<file path="src/rtl/pktrx_pkg.sv">
package pktrx_pkg;

  // packet kind carried in the two top bits of the address word
  typedef enum logic [1:0] {
    PK_INVOKE = 2'b00,
    PK_UREAD  = 2'b01,
    PK_WRITE  = 2'b10,
    PK_SREAD  = 2'b11
  } pkt_kind_e;

  // hardware read service sequencer
  typedef enum logic [1:0] {
    SR_IDLE  = 2'b00,
    SR_FETCH = 2'b01,
    SR_SEND  = 2'b10
  } sread_state_e;

  localparam int NUM_LEVELS = 2;
  localparam int LVL_LO     = 0;
  localparam int LVL_HI     = 1;

endpackage

</file>
<file path="src/rtl/pktrx_classify.sv">
module pktrx_classify
  import pktrx_pkg::*;
#(
  parameter int W = 32
) (
  input  logic [W-1:0] addr,
  output pkt_kind_e    kind,
  output logic         is_sys,
  output logic         is_hi
);

  function automatic pkt_kind_e kind_of(input logic [W-1:0] a);
    return pkt_kind_e'(a[W-1 -: 2]);
  endfunction

  function automatic logic level_of(input logic [W-1:0] a);
    return a[W-3];
  endfunction

  always_comb begin
    kind   = kind_of(addr);
    is_sys = (kind == PK_SREAD);
    is_hi  = level_of(addr);
  end

endmodule

</file>
<file path="src/rtl/pktrx_fifo.sv">
module pktrx_fifo #(
  parameter int WIDTH = 64,
  parameter int DEPTH = 8
) (
  input  logic                       clk,
  input  logic                       rst_n,
  input  logic                       push,
  input  logic [WIDTH-1:0]           push_word,
  input  logic                       pop,
  output logic [WIDTH-1:0]           head,
  output logic                       empty,
  output logic                       full,
  output logic [$clog2(DEPTH+1)-1:0] count
);

  localparam int PW = (DEPTH > 1) ? $clog2(DEPTH) : 1;
  localparam int CW = $clog2(DEPTH+1);

  logic [WIDTH-1:0] store [DEPTH];
  logic [PW-1:0]    wr_ptr;
  logic [PW-1:0]    rd_ptr;
  logic [CW-1:0]    cnt_q;
  logic             do_push;
  logic             do_pop;

  function automatic logic [PW-1:0] ptr_next(input logic [PW-1:0] p);
    return (p == PW'(DEPTH-1)) ? '0 : p + 1'b1;
  endfunction

  assign empty   = (cnt_q == '0);
  assign full    = (cnt_q == CW'(DEPTH));
  assign count   = cnt_q;
  assign head    = store[rd_ptr];
  assign do_push = push && !full;
  assign do_pop  = pop && !empty;

  always_ff @(posedge clk) begin
    if (do_push) store[wr_ptr] <= push_word;
  end

  always_ff @(posedge clk) begin
    if (!rst_n) begin
      wr_ptr <= '0;
      rd_ptr <= '0;
      cnt_q  <= '0;
    end else begin
      if (do_push) wr_ptr <= ptr_next(wr_ptr);
      if (do_pop)  rd_ptr <= ptr_next(rd_ptr);
      case ({do_push, do_pop})
        2'b10:   cnt_q <= cnt_q + 1'b1;
        2'b01:   cnt_q <= cnt_q - 1'b1;
        default: cnt_q <= cnt_q;
      endcase
    end
  end

endmodule

</file>
<file path="src/rtl/pktrx_pick.sv">
module pktrx_pick #(
  parameter int W = 32
) (
  input  logic         hi_empty,
  input  logic         lo_empty,
  input  logic [2*W-1:0] hi_head,
  input  logic [2*W-1:0] lo_head,
  input  logic         disp_pop,
  output logic         disp_valid,
  output logic [W-1:0] disp_addr,
  output logic [W-1:0] disp_data,
  output logic         pop_hi,
  output logic         pop_lo
);

  logic use_hi;

  always_comb begin
    use_hi     = !hi_empty;
    disp_valid = !hi_empty || !lo_empty;
    {disp_addr, disp_data} = use_hi ? hi_head : lo_head;
    pop_hi     = disp_pop && use_hi;
    pop_lo     = disp_pop && !use_hi && !lo_empty;
  end

endmodule

</file>
<file path="src/rtl/pktrx_sread.sv">
module pktrx_sread
  import pktrx_pkg::*;
#(
  parameter int W      = 32,
  parameter int MEM_AW = 10
) (
  input  logic              clk,
  input  logic              rst_n,
  input  logic              start,
  input  logic [W-1:0]      req_addr,
  input  logic [W-1:0]      req_cont,
  output logic              idle,
  output logic              mem_rd_en,
  output logic [MEM_AW-1:0] mem_rd_addr,
  input  logic [W-1:0]      mem_rd_data,
  output logic              rep_valid,
  input  logic              rep_ready,
  output logic [W-1:0]      rep_addr,
  output logic [W-1:0]      rep_data
);

  sread_state_e state_q;
  logic [W-1:0] cont_q;
  logic [W-1:0] value_q;

  function automatic logic [MEM_AW-1:0] local_of(input logic [W-1:0] a);
    return a[MEM_AW-1:0];
  endfunction

  assign idle        = (state_q == SR_IDLE);
  assign mem_rd_en   = start && idle;
  assign mem_rd_addr = local_of(req_addr);
  assign rep_valid   = (state_q == SR_SEND);
  assign rep_addr    = cont_q;
  assign rep_data    = value_q;

  always_ff @(posedge clk) begin
    if (!rst_n) begin
      state_q <= SR_IDLE;
      cont_q  <= '0;
      value_q <= '0;
    end else begin
      case (state_q)
        SR_IDLE: if (mem_rd_en) begin
          cont_q  <= req_cont;
          state_q <= SR_FETCH;
        end
        SR_FETCH: begin
          value_q <= mem_rd_data;
          state_q <= SR_SEND;
        end
        SR_SEND: if (rep_ready) state_q <= SR_IDLE;
        default: state_q <= SR_IDLE;
      endcase
    end
  end

endmodule

</file>
<file path="src/rtl/pktrx_front.sv">
module pktrx_front
  import pktrx_pkg::*;
#(
  parameter int W      = 32,
  parameter int DEPTH  = 8,
  parameter int MEM_AW = 10
) (
  input  logic              clk,
  input  logic              rst_n,
  input  logic              in_valid,
  output logic              in_ready,
  input  logic [W-1:0]      in_addr,
  input  logic [W-1:0]      in_data,
  input  logic              disp_pop,
  output logic              disp_valid,
  output logic [W-1:0]      disp_addr,
  output logic [W-1:0]      disp_data,
  output logic              mem_rd_en,
  output logic [MEM_AW-1:0] mem_rd_addr,
  input  logic [W-1:0]      mem_rd_data,
  output logic              rep_valid,
  input  logic              rep_ready,
  output logic [W-1:0]      rep_addr,
  output logic [W-1:0]      rep_data
);

  localparam int CW = $clog2(DEPTH+1);
  localparam int PW = 2 * W;

  pkt_kind_e         in_kind;
  logic              in_is_sys;
  logic              in_is_hi;
  logic              sr_idle;
  logic              tgt_full;
  logic              accept;
  logic              sr_start;
  logic [NUM_LEVELS-1:0] lvl_push;
  logic [NUM_LEVELS-1:0] lvl_pop;
  logic [NUM_LEVELS-1:0] lvl_empty;
  logic [NUM_LEVELS-1:0] lvl_full;
  logic [PW-1:0]     lvl_head  [NUM_LEVELS];
  logic [CW-1:0]     lvl_count [NUM_LEVELS];
  logic [CW-1:0]     hi_count;
  logic [CW-1:0]     lo_count;

  pktrx_classify #(.W(W)) u_cls (
    .addr   (in_addr),
    .kind   (in_kind),
    .is_sys (in_is_sys),
    .is_hi  (in_is_hi)
  );

  assign tgt_full = in_is_hi ? lvl_full[LVL_HI] : lvl_full[LVL_LO];
  assign in_ready = in_is_sys ? sr_idle : !tgt_full;
  assign accept   = in_valid && in_ready;
  assign sr_start = accept && in_is_sys;

  assign lvl_push[LVL_HI] = accept && !in_is_sys && in_is_hi;
  assign lvl_push[LVL_LO] = accept && !in_is_sys && !in_is_hi;

  for (genvar l = 0; l < NUM_LEVELS; l++) begin : g_lvl
    pktrx_fifo #(.WIDTH(PW), .DEPTH(DEPTH)) u_q (
      .clk       (clk),
      .rst_n     (rst_n),
      .push      (lvl_push[l]),
      .push_word ({in_addr, in_data}),
      .pop       (lvl_pop[l]),
      .head      (lvl_head[l]),
      .empty     (lvl_empty[l]),
      .full      (lvl_full[l]),
      .count     (lvl_count[l])
    );
  end

  assign hi_count = lvl_count[LVL_HI];
  assign lo_count = lvl_count[LVL_LO];

  pktrx_pick #(.W(W)) u_pick (
    .hi_empty   (lvl_empty[LVL_HI]),
    .lo_empty   (lvl_empty[LVL_LO]),
    .hi_head    (lvl_head[LVL_HI]),
    .lo_head    (lvl_head[LVL_LO]),
    .disp_pop   (disp_pop),
    .disp_valid (disp_valid),
    .disp_addr  (disp_addr),
    .disp_data  (disp_data),
    .pop_hi     (lvl_pop[LVL_HI]),
    .pop_lo     (lvl_pop[LVL_LO])
  );

  pktrx_sread #(.W(W), .MEM_AW(MEM_AW)) u_sr (
    .clk         (clk),
    .rst_n       (rst_n),
    .start       (sr_start),
    .req_addr    (in_addr),
    .req_cont    (in_data),
    .idle        (sr_idle),
    .mem_rd_en   (mem_rd_en),
    .mem_rd_addr (mem_rd_addr),
    .mem_rd_data (mem_rd_data),
    .rep_valid   (rep_valid),
    .rep_ready   (rep_ready),
    .rep_addr    (rep_addr),
    .rep_data    (rep_data)
  );

endmodule

</file>
<file path="config.mk">
export PLATFORM = sky130hd
export DESIGN_NAME = pktrx_front
export DESIGN_NICKNAME = d
export VERILOG_FILES = /design/src/rtl/pktrx_pkg.sv /design/src/rtl/pktrx_classify.sv /design/src/rtl/pktrx_fifo.sv /design/src/rtl/pktrx_pick.sv /design/src/rtl/pktrx_sread.sv /design/src/rtl/pktrx_front.sv
export SDC_FILE = /design/constraint.sdc
export NUM_CORES = 1
export LEC_CHECK = 0
export CAP_MARGIN = 30
export CORE_MARGIN = 4
export CORE_UTILIZATION = 30
export DETAILED_ROUTE_END_ITERATION = 10
export PLACE_DENSITY = 0.43
export SLEW_MARGIN = 20
export SYNTH_ARGS = -nofsm -noshare
export SYNTH_HDL_FRONTEND = slang
export SYNTH_SLANG_ARGS = --single-unit
</file>
<file path="constraint.sdc">
create_clock -name clk -period 13.25 [get_ports clk]
set_input_delay 3.975 -clock clk [delete_from_list [all_inputs] [get_ports clk]]
set_output_delay 3.975 -clock clk [all_outputs]
set_load 0.05 [all_outputs]
</file>
=== Yosys cells after proc, flatten, opt, wreduce, memory -nomap -nowiden ===
Memories as Yosys holds them, arrays and structs flattened. A register that Yosys moved wholly into a read port is not among the register bits.
Index checks and enable logic that the tools add are counted.

* Logic and storage cells: 82
* Output and inout port bits: 142
* Bits of input ports: 101
* Memories kept: 2
* Bits in registers: 86
* RAM bits: 1024

{| class="wikitable"
|+ Memory list
! name !! words !! bits a word !! rd ports !! clocked after memory_dff !! wr ports !! line !! text
|-
| g_lvl[0].u_q.store || 8 || 64 || 1 || 1 || 1 || pktrx_fifo.sv:19 || <nowiki>logic [WIDTH-1:0] store [DEPTH];</nowiki>
|-
| g_lvl[1].u_q.store || 8 || 64 || 1 || 1 || 1 || pktrx_fifo.sv:19 ||
|}

* Multiplexer cells: 20
* Equality and inequality tests: 15
* Reductions and logical operators: 28
* $add $sub $neg: 8

{| class="wikitable"
|+ Operators by type and width
! cell !! number
|-
| $mux 64 || 1
|-
| $mux 3 || 8
|-
| $pmux 4 s2 || 2
|-
| $logic_and 1x1->1 || 13
|-
| $add 3x1->3 const B || 4
|-
| $eq 3x3->1 const B || 4
|-
| $add 4x1->4 const B || 2
|-
| $eq 2x2->1 const B || 4
|-
| $eq 4x4->1 const B || 2
|-
| $logic_not 4->1 || 2
|-
| $sub 4x1->4 const B || 2
|-
| $logic_not 1->1 || 7
|-
| $eq 2x1->1 const B || 3
|-
| $mux 1 || 6
|-
| $pmux 2 s3 || 1
|-
| $mux 2 || 2
|-
| $reduce_and 2->1 || 2
|-
| $reduce_bool 2->1 || 2
|-
| $logic_not 2->1 || 1
|-
| $ne 2x1->1 const B || 1
|-
| $ne 2x2->1 const B || 1
|-
| $logic_or 1x1->1 || 1
|}

=== Longest topological paths before layout ===
* Word-level depth: 10
* Gate-level depth with buffers: 12
* Gate-level depth less buffers: 10

=== Cells and area by module ===
A second synthesis with hierarchy kept.

* Cells, all modules: 2023
* Area, all modules: 43357.8 sq um

{| class="wikitable"
|+ Modules (own cells, without submodules)
! module !! seq. area each (sq um) !! cells an instance !! times used !! area an instance (sq um)
|-
| pktrx_fifo at g_lvl[0].u_q || 15635.0 || 819 || 1 || 19937.9
|-
| pktrx_fifo at g_lvl[1].u_q || 15635.0 || 819 || 1 || 19934.1
|-
| pktrx_sread || 1321.3 || 301 || 1 || 2527.4
|-
| pktrx_pick || 0.0 || 74 || 1 || 874.6
|-
| pktrx_front || 0.0 || 6 || 1 || 55.1
|-
| pktrx_classify || 0.0 || 4 || 1 || 28.8
|}

=== Least setup slack after synthesis ===
No wires, ideal clock.

* Path type: input -> register
* From: input port in_addr[30]
* To: memory g_lvl[0].u_q.store[2][0] (enable)
* Buffers on the path: 1
* Library setup time: 667 ps
* Stages on the path: 5
* Required time: 12583 ps
* Slack: 1440 ps
* Arrival time: 11143 ps
* Path through: nand2_1 -> nor4bb_1 -> buf_2 -> inv_2 -> nor4b_1

* Longest elaborated chain between the ends: 8
* Elaborated cells between the ends (all ways): 9
* Classes of those cells: 1 x eq/ne; 3 x mux; 5 x reduce/logical

{| class="wikitable"
|+ RTL lines
! item !! line !! text
|-
| start: declaration || pktrx_front.sv:12 || <nowiki>input logic [W-1:0] in_addr,</nowiki>
|-
| $eq 2x2->1 (*) || pktrx_classify.sv:22 || <nowiki>is_sys = (kind == PK_SREAD);</nowiki>
|-
| $mux 1 || pktrx_front.sv:54 || <nowiki>assign in_ready = in_is_sys ? sr_idle : !tgt_full;</nowiki>
|-
| $logic_and 1x1->1 || pktrx_front.sv:55 || <nowiki>assign accept = in_valid && in_ready;</nowiki>
|-
| $logic_and 1x1->1 (*) (2 in series) || pktrx_front.sv:59 || <nowiki>assign lvl_push[LVL_LO] = accept && !in_is_sys && !in_is_hi;</nowiki>
|-
| $logic_and 1x1->1 (*) || pktrx_fifo.sv:34 || <nowiki>assign do_push = push && !full;</nowiki>
|-
| $mux 1 (*) || pktrx_fifo.sv:38 || <nowiki>if (do_push) store[wr_ptr] <= push_word;</nowiki>
|-
| $mux 1 (not written as such) (*) || pktrx_fifo.sv:38 ||
|-
| end: declaration || pktrx_fifo.sv:19 ||
|}

Mark *: on every way between the ends. The rest lies on a longest branch, timed or not.

=== Worst setup path after layout ===
* From: input port in_addr[30]
* To: output port mem_rd_en

* Longest elaborated chain between the ends: 5

{| class="wikitable"
|+ RTL lines
! item !! line !! text
|-
| $eq 2x2->1 (*) || pktrx_classify.sv:22 ||
|-
| $mux 1 || pktrx_front.sv:54 ||
|-
| $logic_and 1x1->1 || pktrx_front.sv:55 ||
|-
| $logic_and 1x1->1 (*) || pktrx_front.sv:56 || <nowiki>assign sr_start = accept && in_is_sys;</nowiki>
|-
| $logic_and 1x1->1 (*) || pktrx_sread.sv:31 || <nowiki>assign mem_rd_en = start && idle;</nowiki>
|-
| end: declaration || pktrx_front.sv:18 || <nowiki>output logic mem_rd_en,</nowiki>
|}

Marked as above.

==> summary.md <==
| Metric | Value |
|---|---|
| Slowest stage delay, CP | 0.86 ns |
| Worst path slowest cell | clkdlybuf4s50_1 |
| EDFF count, synth | 1024 |
| Arr. time, crit path | 6.55 ns |
| Commonest non-fill, non-tap cell in the layout | edfxtp_1 |
| Path category of the worst min-delay check | flip-flop to flip-flop |
| Clk pin slew, worst setup/hold paths | 0.05 ns |
| Minimum hold slack | 0.463 ns |
| Sum of buffers and inverters on the critical path | 3 |
| Largest net degree at the start of global routing | 95 |
| Total grt overflow | 0 |
| Leak Pwr | 15.4 nW |
| CTS tree | yes |
| Crit path max fanout | 18 |
| Final wirelength | 113000 um |
| Iteration-0 DRC Markers | 1634 |
| Layout Skew | 0.0288 ns |
| Die Y | 382 um |
| Port bufs | 242 |
| Pre-CTS setup slack | 2.61 ns |
| Total number of vias | 20900 |
| Die area | 146000 um^2 |
| CTS sink cnt | 1116 |
| Final nets | 2440 |
| CTS Hold Buffers Added | 0 |
| Ports | 243 |
| Antenna-violating nets left | 0 |
| Worst slew pin tran | 0.982 ns |
| Post-synthesis cell area | 42000 um^2 |
| Post-CTS setup buffer count | 0 |
| Die width | 382 um |
| First-pass GRT wire length | 163000 um |
| Final Hold Fails | 0 |
| Commonest non-fill, non-tap cells in the layout | 1024 x edfxtp_1, 256 x mux4_2, 241 x clkdlybuf4s50_1, 149 x nand2_1, 129 x o22ai_1 |
| Worst path required time | 9.27 ns |
| CP Cell Sequence | clkdlybuf4s50_1 > nand4_1 > inv_2 > clkdlybuf4s50_1 |
| Max Clk Rate | 0.0950 GHz |
| CTS resizes | 0 |
| Via-to-Cell Ratio | 4.85 |
| Maximum vdd drop | 0.166 mV |
| Initial antenna violation count | 11 |
| CTS Buffer Depth | 3 |
| Pwr/cell area | 203 nW/um^2 |
| Area contributors post-synth | edfxtp_1 73%, mux4_2 14%, dfxtp_1 4.4%, o22ai_1 1.9%, nand2_1 1.3% |
| CP Class | input pin to output port |
| Predominant post-synthesis flop cell | edfxtp_1 |
| Syn. warnings | 0 |
| Sequential fraction of the synthesis area | 0.776 |
| Final setup fails | 0 |
| Drt wl/cell | 26.3 um |
| Max_cap viols | 0 |
| Synth top area share | 0.732 |
| Synth unique cells | 46 |
| Core area | 139000 um^2 |
| Outcome | complete, no violations |
| Reg2Reg Setup Slack | 9.22 ns |
| Power, Total | 10.3 mW |
| Final min period | 10.53 ns |
| Synthesized flop and latch total | 1116 |
| RSZ-0062 raised after global routing | false |
| CP dominant cell by count | clkdlybuf4s50_1 |
| H-tree levels | 3 |
| Final GP Congestion | 0.726 |
| Filler cells | 12800 |
| Crit end category | output port |
| Fin. max-slew vios | 0 |
| Crit path max-delay family | buffers and inverters |
| Syn Nets | 2138 |
| Syn-to-layout area delta | 20.9% |
| Worst skew pair latency | 0.74 ns |
| Core Rows | 137 |
| Root Driver | clkbuf_16 |
| Cell count after synthesis | 2023 |
| Initial core utilization | 0.302 |
| FFs w/ async S/R, synth | 0 |
| GR Util All Layers | 0.155 |
| Final Util | 0.364 |
| Inserted Clock Buffers | 121 |
| Yosys top cell by area | edfxtp_1 |
| TNS Setup | 0 ns |
| Placed wire-length estimate | 60700 um |
| Slew HR | 0.344 |
| Post-route clock period utilization | 0.795 |
| Mean area per synthesized cell | 20.8 um^2 |
| Vias in the first global route | 22800 |
| Final setup margin | 2.72 ns |
| Share of cells above drive strength 1 | 0.213 |
| Pre-antenna DRT Iters | 5 |
| Remaining DRCs | 0 |
| Worst setup SP type | input pin |
## flip-flops by register name, indices dropped and copies added (netlist names), named ones only
signal / flops
g_lvl.u_q.count: 8
g_lvl.u_q.rd_ptr: 6
g_lvl.u_q.store: 1024
g_lvl.u_q.wr_ptr: 6
u_sr.rep_addr: 32
u_sr.rep_data: 32
u_sr.state_q: 2
## logic make-up (layout without fill, tap and decap cells)
logic type / count (synthesis) / after routing / synth area share
compound gates: 218 / 218 / 0.0342
xor+xnor: 6 / 6 / 0.00125
fa+ha+maj: 14 / 14 / 0.00417
buf+inv: 126 / 532 / 0.0168
flops: 1116 / 1116 / 0.776
mux: 260 / 260 / 0.138
other cells: 0 / 6 / 0
simple gates: 283 / 283 / 0.0298
## power breakdown
group	switching, mW	internal [mW]	total, mW
Sequential	0.0884	3.91	3.99
Combinational	1.90	1.05	2.94
Clock	1.41	1.96	3.36
Total	3.39	6.91	10.3
## path summary, 6_finish.rpt
| kind | startpoint | to | cells past startpoint |
|---|---|---|---|
| hold / removal | u_sr.rep_data[30]$_SDFFE_PN0N_ | u_sr.rep_data[30]$_SDFFE_PN0N_ | 2 |
| setup / recovery | in_addr[30] | mem_rd_en | 4 |
| hold reg to reg | u_sr.rep_data[30]$_SDFFE_PN0N_ | u_sr.rep_data[30]$_SDFFE_PN0N_ | 2 |
| setup reg to reg | g_lvl[1].u_q.count[1]$_SDFFE_PN0P_ | g_lvl[1].u_q.store[7][52]$_DFFE_PP_ | 6 |
## layer usage
layer | GRT usage | share of wire | vias up | wire length (um)
met5 | 0 | 0.00024 | - | 27
met4 | 0.0434 | 0.020 | 4 | 2290
met3 | 0.0310 | 0.055 | 152 | 6250
met2 | 0.251 | 0.48 | 537 | 53900
met1 | 0.213 | 0.45 | 11200 | 50800
li1 | - | - | 8946 | -
## area by class of cell
class	count	area (um^2)	share of cell area
sequential	1116	32600	0.642
inverter	5	18.8	0.000370
tap	1876	2350	0.0462
multi-input combinational	781	8840	0.174
clock buffer	149	3170	0.0625
clock inverter	78	803	0.0158
timing repair buffer	300	2980	0.0587
antenna	6	15.0	0.000296
## worst reg2reg max path, stage by stage, from the launching register on
cell and delay, ns:
dfxtp_1 0.49, nor4b_1 0.14, nand4b_1 0.67, or2_2 0.63, nor2_4 0.38, buf_4 0.60
buf_4 0.68
## through the flow
step           cell area [um^2]  instances
2_1_floorplan             42000       2023
3_3_place_gp              46700       4073
3_5_place_dp              46800       4078
4_1_cts                   50800       4305
5_1_grt                   50800       4307
6_report                  50800       4311
## synthesized netlist by cell type (all sizes together), types with 7 or more instances
master and number:
a21boi 69, buf 71, clkbuf 50, dfxtp 92, edfxtp 1024, ha 14, mux4 256, nand2 151
nand3 11, nor2 74, nor2b 7, nor4b 7, o21ai 14, o22ai 129
Note: power is estimated with default switching activity, not from simulation.
